### src/rtl/stmr_pkg.sv
package stmr_pkg;

    localparam int WORD_W      = 32;
    localparam int CNT_W       = 64;
    localparam int SEL_W       = 8;
    localparam int PIN_FIELD_W = 5;
    localparam int ADDR_W      = 6;
    localparam int ROUTE_EN_B  = 31;

    typedef enum logic [1:0] {
        RGN_SHARED = 2'd0,
        RGN_LOCAL  = 2'd1,
        RGN_OTHER  = 2'd2,
        RGN_VOID   = 2'd3
    } region_e;

    // shared window words
    localparam logic [3:0] SH_CNT_LO = 4'd0;
    localparam logic [3:0] SH_CNT_HI = 4'd1;

    // per-slot window words
    localparam logic [3:0] SL_CAPS   = 4'd0;
    localparam logic [3:0] SL_PEND   = 4'd1;
    localparam logic [3:0] SL_CMP_LO = 4'd2;
    localparam logic [3:0] SL_CMP_HI = 4'd3;
    localparam logic [3:0] SL_ROUTE  = 4'd4;
    localparam logic [3:0] SL_SEL    = 4'd5;

    typedef struct packed {
        region_e    region;
        logic [3:0] word;
    } addr_fields_t;

    typedef struct packed {
        logic                   en;
        logic [PIN_FIELD_W-1:0] pin;
    } route_t;

    function automatic addr_fields_t split_addr(input logic [ADDR_W-1:0] a);
        addr_fields_t f;
        f.region = region_e'(a[5:4]);
        f.word   = a[3:0];
        return f;
    endfunction

    function automatic logic [WORD_W-1:0] route_word(input route_t r);
        logic [WORD_W-1:0] w;
        w                    = '0;
        w[ROUTE_EN_B]        = r.en;
        w[PIN_FIELD_W-1:0]   = r.pin;
        return w;
    endfunction

    function automatic logic [WORD_W-1:0] count_half(input logic [CNT_W-1:0] c,
                                                     input logic upper);
        return upper ? c[CNT_W-1:WORD_W] : c[WORD_W-1:0];
    endfunction

endpackage

### src/rtl/stmr_counter.sv
module stmr_counter #(
    parameter int                 WIDTH = 64,
    parameter logic [WIDTH-1:0]   INIT  = '0
) (
    input  logic             clk,
    input  logic             rst,
    output logic [WIDTH-1:0] cnt
);
    logic [WIDTH-1:0] cnt_q;

    always_ff @(posedge clk) begin
        if (rst) cnt_q <= INIT;
        else     cnt_q <= cnt_q + WIDTH'(1);
    end

    assign cnt = cnt_q;
endmodule

### src/rtl/stmr_decode.sv
module stmr_decode
    import stmr_pkg::*;
#(
    parameter int NUM_CORES = 4,
    parameter int CIDX_W    = 2
) (
    input  logic [CIDX_W-1:0]          req_core,
    input  logic [ADDR_W-1:0]          addr,
    input  logic [NUM_CORES*SEL_W-1:0] sel_flat,
    output addr_fields_t               fields,
    output logic [NUM_CORES-1:0]       hit
);
    logic             req_ok;
    logic [SEL_W-1:0] own_sel;

    always_comb begin
        fields  = split_addr(addr);
        req_ok  = 1'b0;
        own_sel = '0;
        for (int i = 0; i < NUM_CORES; i++) begin
            if (req_core == CIDX_W'(i)) begin
                req_ok  = 1'b1;
                own_sel = sel_flat[i*SEL_W +: SEL_W];
            end
        end
        hit = '0;
        for (int i = 0; i < NUM_CORES; i++) begin
            unique case (fields.region)
                RGN_LOCAL: hit[i] = req_ok && (req_core == CIDX_W'(i));
                RGN_OTHER: hit[i] = req_ok && (own_sel == SEL_W'(i));
                default:   hit[i] = 1'b0;
            endcase
        end
    end
endmodule

### src/rtl/stmr_slot.sv
module stmr_slot
    import stmr_pkg::*;
#(
    parameter int NUM_PINS      = 6,
    parameter bit TMR_ROUTABLE  = 1'b1,
    parameter bit PERF_ROUTABLE = 1'b1
) (
    input  logic                clk,
    input  logic                rst,
    input  logic [CNT_W-1:0]    cnt,
    input  logic                acc_hit,
    input  logic                acc_local,
    input  logic                acc_wr,
    input  logic [3:0]          acc_word,
    input  logic [WORD_W-1:0]   wdata,
    output logic [WORD_W-1:0]   rd_word,
    output logic                pend,
    output logic [NUM_PINS-1:0] pins,
    output logic [SEL_W-1:0]    sel,
    output logic [CNT_W-1:0]    cmp,
    output logic                cmp_wr
);
    logic [CNT_W-1:0] cmp_q;
    logic             pend_q;
    route_t           route_q;
    logic [SEL_W-1:0] sel_q;

    logic wr_go, wr_lo, wr_hi, wr_route, wr_sel, match_now;

    assign wr_go     = acc_hit & acc_wr;
    assign wr_lo     = wr_go && (acc_word == SL_CMP_LO);
    assign wr_hi     = wr_go && (acc_word == SL_CMP_HI);
    assign wr_route  = wr_go && (acc_word == SL_ROUTE);
    assign wr_sel    = wr_go && acc_local && (acc_word == SL_SEL);
    assign match_now = (cnt == cmp_q);

    always_ff @(posedge clk) begin
        if (rst) begin
            cmp_q   <= '1;
            pend_q  <= 1'b0;
            route_q <= '0;
            sel_q   <= '0;
        end else begin
            if (wr_lo) cmp_q[WORD_W-1:0]     <= wdata;
            if (wr_hi) cmp_q[CNT_W-1:WORD_W] <= wdata;
            // a new compare value always restarts the event
            pend_q <= (wr_lo | wr_hi) ? 1'b0 : (pend_q | match_now);
            if (wr_route) begin
                route_q.en  <= wdata[ROUTE_EN_B] & TMR_ROUTABLE;
                route_q.pin <= wdata[PIN_FIELD_W-1:0];
            end
            if (wr_sel) sel_q <= wdata[SEL_W-1:0];
        end
    end

    always_comb begin
        rd_word = '0;
        unique case (acc_word)
            SL_CAPS: begin
                rd_word[0] = TMR_ROUTABLE;
                rd_word[1] = PERF_ROUTABLE;
            end
            SL_PEND:   rd_word[0] = pend_q;
            SL_CMP_LO: rd_word    = count_half(cmp_q, 1'b0);
            SL_CMP_HI: rd_word    = count_half(cmp_q, 1'b1);
            SL_ROUTE:  rd_word    = route_word(route_q);
            SL_SEL:    rd_word    = acc_local ? WORD_W'(sel_q) : '0;
            default:   rd_word    = '0;
        endcase
    end

    generate
        for (genvar p = 0; p < NUM_PINS; p++) begin : g_pin
            assign pins[p] = pend_q & route_q.en & (route_q.pin == PIN_FIELD_W'(p));
        end
    endgenerate

    assign pend   = pend_q;
    assign sel    = sel_q;
    assign cmp    = cmp_q;
    assign cmp_wr = wr_lo | wr_hi;
endmodule

### src/rtl/shared_timer.sv
module shared_timer
    import stmr_pkg::*;
#(
    parameter int                      NUM_CORES = 4,
    parameter int                      NUM_PINS  = 6,
    parameter logic [CNT_W-1:0]        CNT_INIT  = '0,
    parameter logic [NUM_CORES-1:0]    TMR_RT    = '1,
    parameter logic [NUM_CORES-1:0]    PERF_RT   = '1,
    localparam int                     CIDX_W    = $clog2(NUM_CORES)
) (
    input  logic                          clk,
    input  logic                          rst,
    input  logic [CIDX_W-1:0]             req_core,
    input  logic [ADDR_W-1:0]             reg_addr,
    input  logic                          reg_wr,
    input  logic [WORD_W-1:0]             reg_wdata,
    output logic [WORD_W-1:0]             reg_rdata,
    output logic [NUM_CORES-1:0]          timer_pend,
    output logic [NUM_CORES*NUM_PINS-1:0] pin_out
);
    logic [CNT_W-1:0]           cnt;
    logic [NUM_CORES*SEL_W-1:0] sel_flat;
    logic [NUM_CORES*CNT_W-1:0] cmp_flat;
    logic [NUM_CORES-1:0]       cmp_wr;
    logic [NUM_CORES-1:0]       hit;
    logic [WORD_W-1:0]          slot_rd [NUM_CORES];
    addr_fields_t               fields;
    logic                       is_local;

    stmr_counter #(.WIDTH(CNT_W), .INIT(CNT_INIT)) u_count (
        .clk (clk),
        .rst (rst),
        .cnt (cnt)
    );

    stmr_decode #(.NUM_CORES(NUM_CORES), .CIDX_W(CIDX_W)) u_dec (
        .req_core (req_core),
        .addr     (reg_addr),
        .sel_flat (sel_flat),
        .fields   (fields),
        .hit      (hit)
    );

    assign is_local = (fields.region == RGN_LOCAL);

    generate
        for (genvar c = 0; c < NUM_CORES; c++) begin : g_slot
            stmr_slot #(
                .NUM_PINS      (NUM_PINS),
                .TMR_ROUTABLE  (TMR_RT[c]),
                .PERF_ROUTABLE (PERF_RT[c])
            ) u_slot (
                .clk       (clk),
                .rst       (rst),
                .cnt       (cnt),
                .acc_hit   (hit[c]),
                .acc_local (is_local),
                .acc_wr    (reg_wr),
                .acc_word  (fields.word),
                .wdata     (reg_wdata),
                .rd_word   (slot_rd[c]),
                .pend      (timer_pend[c]),
                .pins      (pin_out[c*NUM_PINS +: NUM_PINS]),
                .sel       (sel_flat[c*SEL_W +: SEL_W]),
                .cmp       (cmp_flat[c*CNT_W +: CNT_W]),
                .cmp_wr    (cmp_wr[c])
            );
        end
    endgenerate

    always_comb begin
        reg_rdata = '0;
        if (fields.region == RGN_SHARED) begin
            if (fields.word == SH_CNT_LO)      reg_rdata = count_half(cnt, 1'b0);
            else if (fields.word == SH_CNT_HI) reg_rdata = count_half(cnt, 1'b1);
        end else begin
            for (int c = 0; c < NUM_CORES; c++)
                if (hit[c]) reg_rdata = reg_rdata | slot_rd[c];
        end
    end
endmodule

### config.mk
export PLATFORM = sky130hd
export DESIGN_NAME = shared_timer
export DESIGN_NICKNAME = d
export VERILOG_FILES = /design/src/rtl/stmr_pkg.sv /design/src/rtl/stmr_counter.sv /design/src/rtl/stmr_decode.sv /design/src/rtl/stmr_slot.sv /design/src/rtl/shared_timer.sv
export SDC_FILE = /design/constraint.sdc
export NUM_CORES = 1
export LEC_CHECK = 0
export BUFFER_PORTS_ARGS = -buffer_cell sky130_fd_sc_hd__buf_4
export CAP_MARGIN = 20
export CORE_MARGIN = 5
export CORE_UTILIZATION = 30
export CTS_BUF_LIST = sky130_fd_sc_hd__clkbuf_16
export DETAILED_ROUTE_END_ITERATION = 8
export PLACE_DENSITY_LB_ADDON = 0.1
export SLEW_MARGIN = 25
export SYNTH_ARGS = -nofsm -noshare
export SYNTH_HDL_FRONTEND = slang
export SYNTH_SLANG_ARGS = --single-unit
### constraint.sdc
create_clock -name clk -period 3.9 [get_ports clk]
set_input_delay 0.39 -clock clk [delete_from_list [all_inputs] [get_ports clk]]
set_output_delay 0.39 -clock clk [all_outputs]
set_load 0.01 [all_outputs]
==> impl_metrics.json <==
{
  "dpl.hpwl_um": 76000,
  "power_density_nw_per_um2": 355,
  "post_cts_resized": 0,
  "cp.arrival_ps": 3470,
  "dpl_worst_slack_ps": 493,
  "rows": 99,
  "clock_path_buffers": 3,
  "fmax_ghz": 0.259,
  "syn-instance-count": 2529,
  "post_route_cells_drive_above_1_share": 0.139,
  "cp-end-kind": "output pin",
  "setup_viol_count_final": 0,
  "start_util": 0.303,
  "die_y_um": 281,
  "wl_um": 106000,
  "cts_tree": "built",
  "fin_nets": 2554,
  "grt_pass1_vias": 19400,
  "p_sw_uw": 2330,
  "setup.worst_path.class": "reg -> out",
  "portBuffers": 102,
  "final_util": 0.347,
  "pwr-share-comb": 0.073,
  "start_kind": "flip-flop",
  "synth_cell_type_count": 70,
  "dieArea_um2": 79100,
  "grt_max_degree": 132,
  "die_w_um": 281,
  "hp-class": "in -> reg",
  "postCtsSetupRepairBufs": 0,
  "required_ps": 3510,
  "yosysTopAreaCell": "dfxtp_1",
  "area_delta_synth_final_pct": 14.8,
  "synth_warnings": 0,
  "synthTopCellsByCount": "dfxtp_1 (380), xor2_1 (291), nor2_1 (211)",
  "relSlewSlack": 0.302,
  "yosysTopAreaCellShare": 0.345,
  "overflow": 0,
  "status": "complete, no violations",
  "clk_pin_slew_ps": 60,
  "reg2reg_to": "g_slot[3].u_slot.pend",
  "slew_violations": 0,
  "yosysSeqAreaShare": 0.345,
  "ys_ff_latch": 380,
  "whs_endpoint": "g_slot[3].u_slot.cmp[48]",
  "hp-start": "reg_wdata[16]",
  "postCtsHoldBufs": 0,
  "reg2reg_slack_ps": 640,
  "ir_drop_uv": 330,
  "synthFlopType": "dfxtp_1",
  "p_int_uw": 6670,
  "tightest_slew_ps": 1040,
  "drc": 0,
  "grtUsageTotal": 0.258,
  "insertion_delay_ps": 590,
  "cts_sinks": 380,
  "period_minus_slack_ps": 3860,
  "rr_startpoint": "u_count.cnt[27]",
  "grt_pass1_wl_um": 149000,
  "vias_per_cell": 5.75,
  "syn_area_um2": 22100,
  "ios": 103,
  "tns_ps": 0,
  "drt-initial-drc-count": 2176,
  "hold_path_depth": 2,
  "startpoint": "g_slot[0].u_slot.sel[4]",
  "synthTopCellsByArea": "dfxtp_1 (34%), xor2_1 (12%), a211o_1 (7.6%)",
  "core_area_um2": 73000,
  "antenna_found_initial": 4,
  "cts_htree_levels": 2,
  "syn_nets": 2576,
  "p_leak_uw": 0.00871,
  "timing.final.crit_share": 0.989,
  "synth_edf_count": 0,
  "grt_use_met1": 0.358,
  "vias": 20200,
  "synthArstFlopShare": 0,
  "avgSynthCellArea_um2": 8.73,
  "power_uw": 9000,
  "final-hold-violation-count": 0,
  "maxCapViolations": 0,
  "setup_slack_ps": 43.4,
  "pwr-share-clk": 0.492,
  "gp_congestion": 0.997,
  "ant_nets": 0,
  "rsz0062_at_grt": "no",
  "grt_use_met2": 0.422,
  "first_pass_iters": 5,
  "worstRegToRegCells": 7,
  "finalClockSkew_ps": 13.6,
  "cts_root_buf": "clkbuf_16",
  "grt_use_met3": 0.0361,
  "cts_made_buffers": 47,
  "path_max_fanout": 13,
  "synth.most_common_cell": "dfxtp_1",
  "seq_power_share": 0.435,
  "top_usage_layer": "met2",
  "switching_share": 0.259,
  "wl_per_cell_um": 30.2
}
per-layer routing:
| layer | vias to the layer above | share of wire |
|---|---|---|
| met5 | - | 0.00012 |
| met1 | 10200 | 0.45 |
| met3 | 164 | 0.063 |
| met4 | 2 | 0.030 |
| li1 | 9076 | - |
| met2 | 763 | 0.46 |
worst max-delay path: stages (launching register included):
cell and delay, ps:
dfxtp_1 320, or4_1 530, nor3_1 280, o41ai_4 130, buf_4 220, o31ai_4 370
buf_4 410, a32oi_1 190, o211ai_1 220, buf_4 190
through the flow:
step                      hold WS (ps)  cell area (µm²)  std cells
after detailed placement           465            23800       3417
after global placement             457            23800       3417
after CTS                         22.6            25300       3503
final                             55.0            25300       3505
after global routing              48.5            25300       3503
after floorplan                    440            22100       2529
worst max path at each step:
stage                               end  cells past startpoint
after floorplan            reg_rdata[7]                      9
after global placement    reg_rdata[28]                     10
after detailed placement   reg_rdata[4]                      9
after CTS                 reg_rdata[28]                      9
after global routing      reg_rdata[28]                      9
final                     reg_rdata[28]                      9
cell usage in the layout (no fill, tap or decap), drive strengths merged, types with 83 or more instances in the layout:
cell type  count
a211o        192
nor4          83
nor2         212
xor2         291
buf          188
and3          86
mux2i        157
nand2         92
dfxtp        380
nand3        114
final cells by class:
| cell class | instances | area [µm²] |
|---|---|---|
| timing repair buffer | 189 | 1560 |
| clock buffer | 47 | 1180 |
| antenna | 2 | 5.00 |
| inverter | 15 | 56.3 |
| tap | 959 | 1200 |
| multi-input combinational | 1874 | 13400 |
| clock inverter | 39 | 325 |
| fill | 7512 | 47600 |
| sequential | 380 | 7610 |
cell families (layout without fill, tap and decap cells):
group / count (synthesis) / count (layout) / synth area share
xor+xnor: 314 / 314 / 0.125
simple gates: 881 / 881 / 0.214
mux: 229 / 229 / 0.109
buf+inv: 275 / 290 / 0.0527
fa+ha+maj: 4 / 4 / 0.00227
compound gates: 446 / 446 / 0.153
other cells: 0 / 2 / 0
flops: 380 / 380 / 0.345
power by group through the flow:
| stage | sequential, µW | combinational [µW] | clock [µW] |
|---|---|---|---|
| floorplan | 3990 | 354 | 0 |
| global placement | 4000 | 644 | 0 |
| detailed placement | 4000 | 649 | 0 |
| CTS | 3910 | 651 | 4520 |
| global route | 3910 | 683 | 4660 |
| finish | 3910 | 657 | 4430 |
registers in the layout (all words and copies together) (netlist names):
| signal | flops |
|---|---|
| g_slot.u_slot.cmp | 256 |
| u_count.cnt | 64 |
| g_slot.u_slot.sel | 32 |
| g_slot.u_slot.route_q | 24 |
| g_slot.u_slot.pend | 4 |
(Power assumes the default switching activity.)
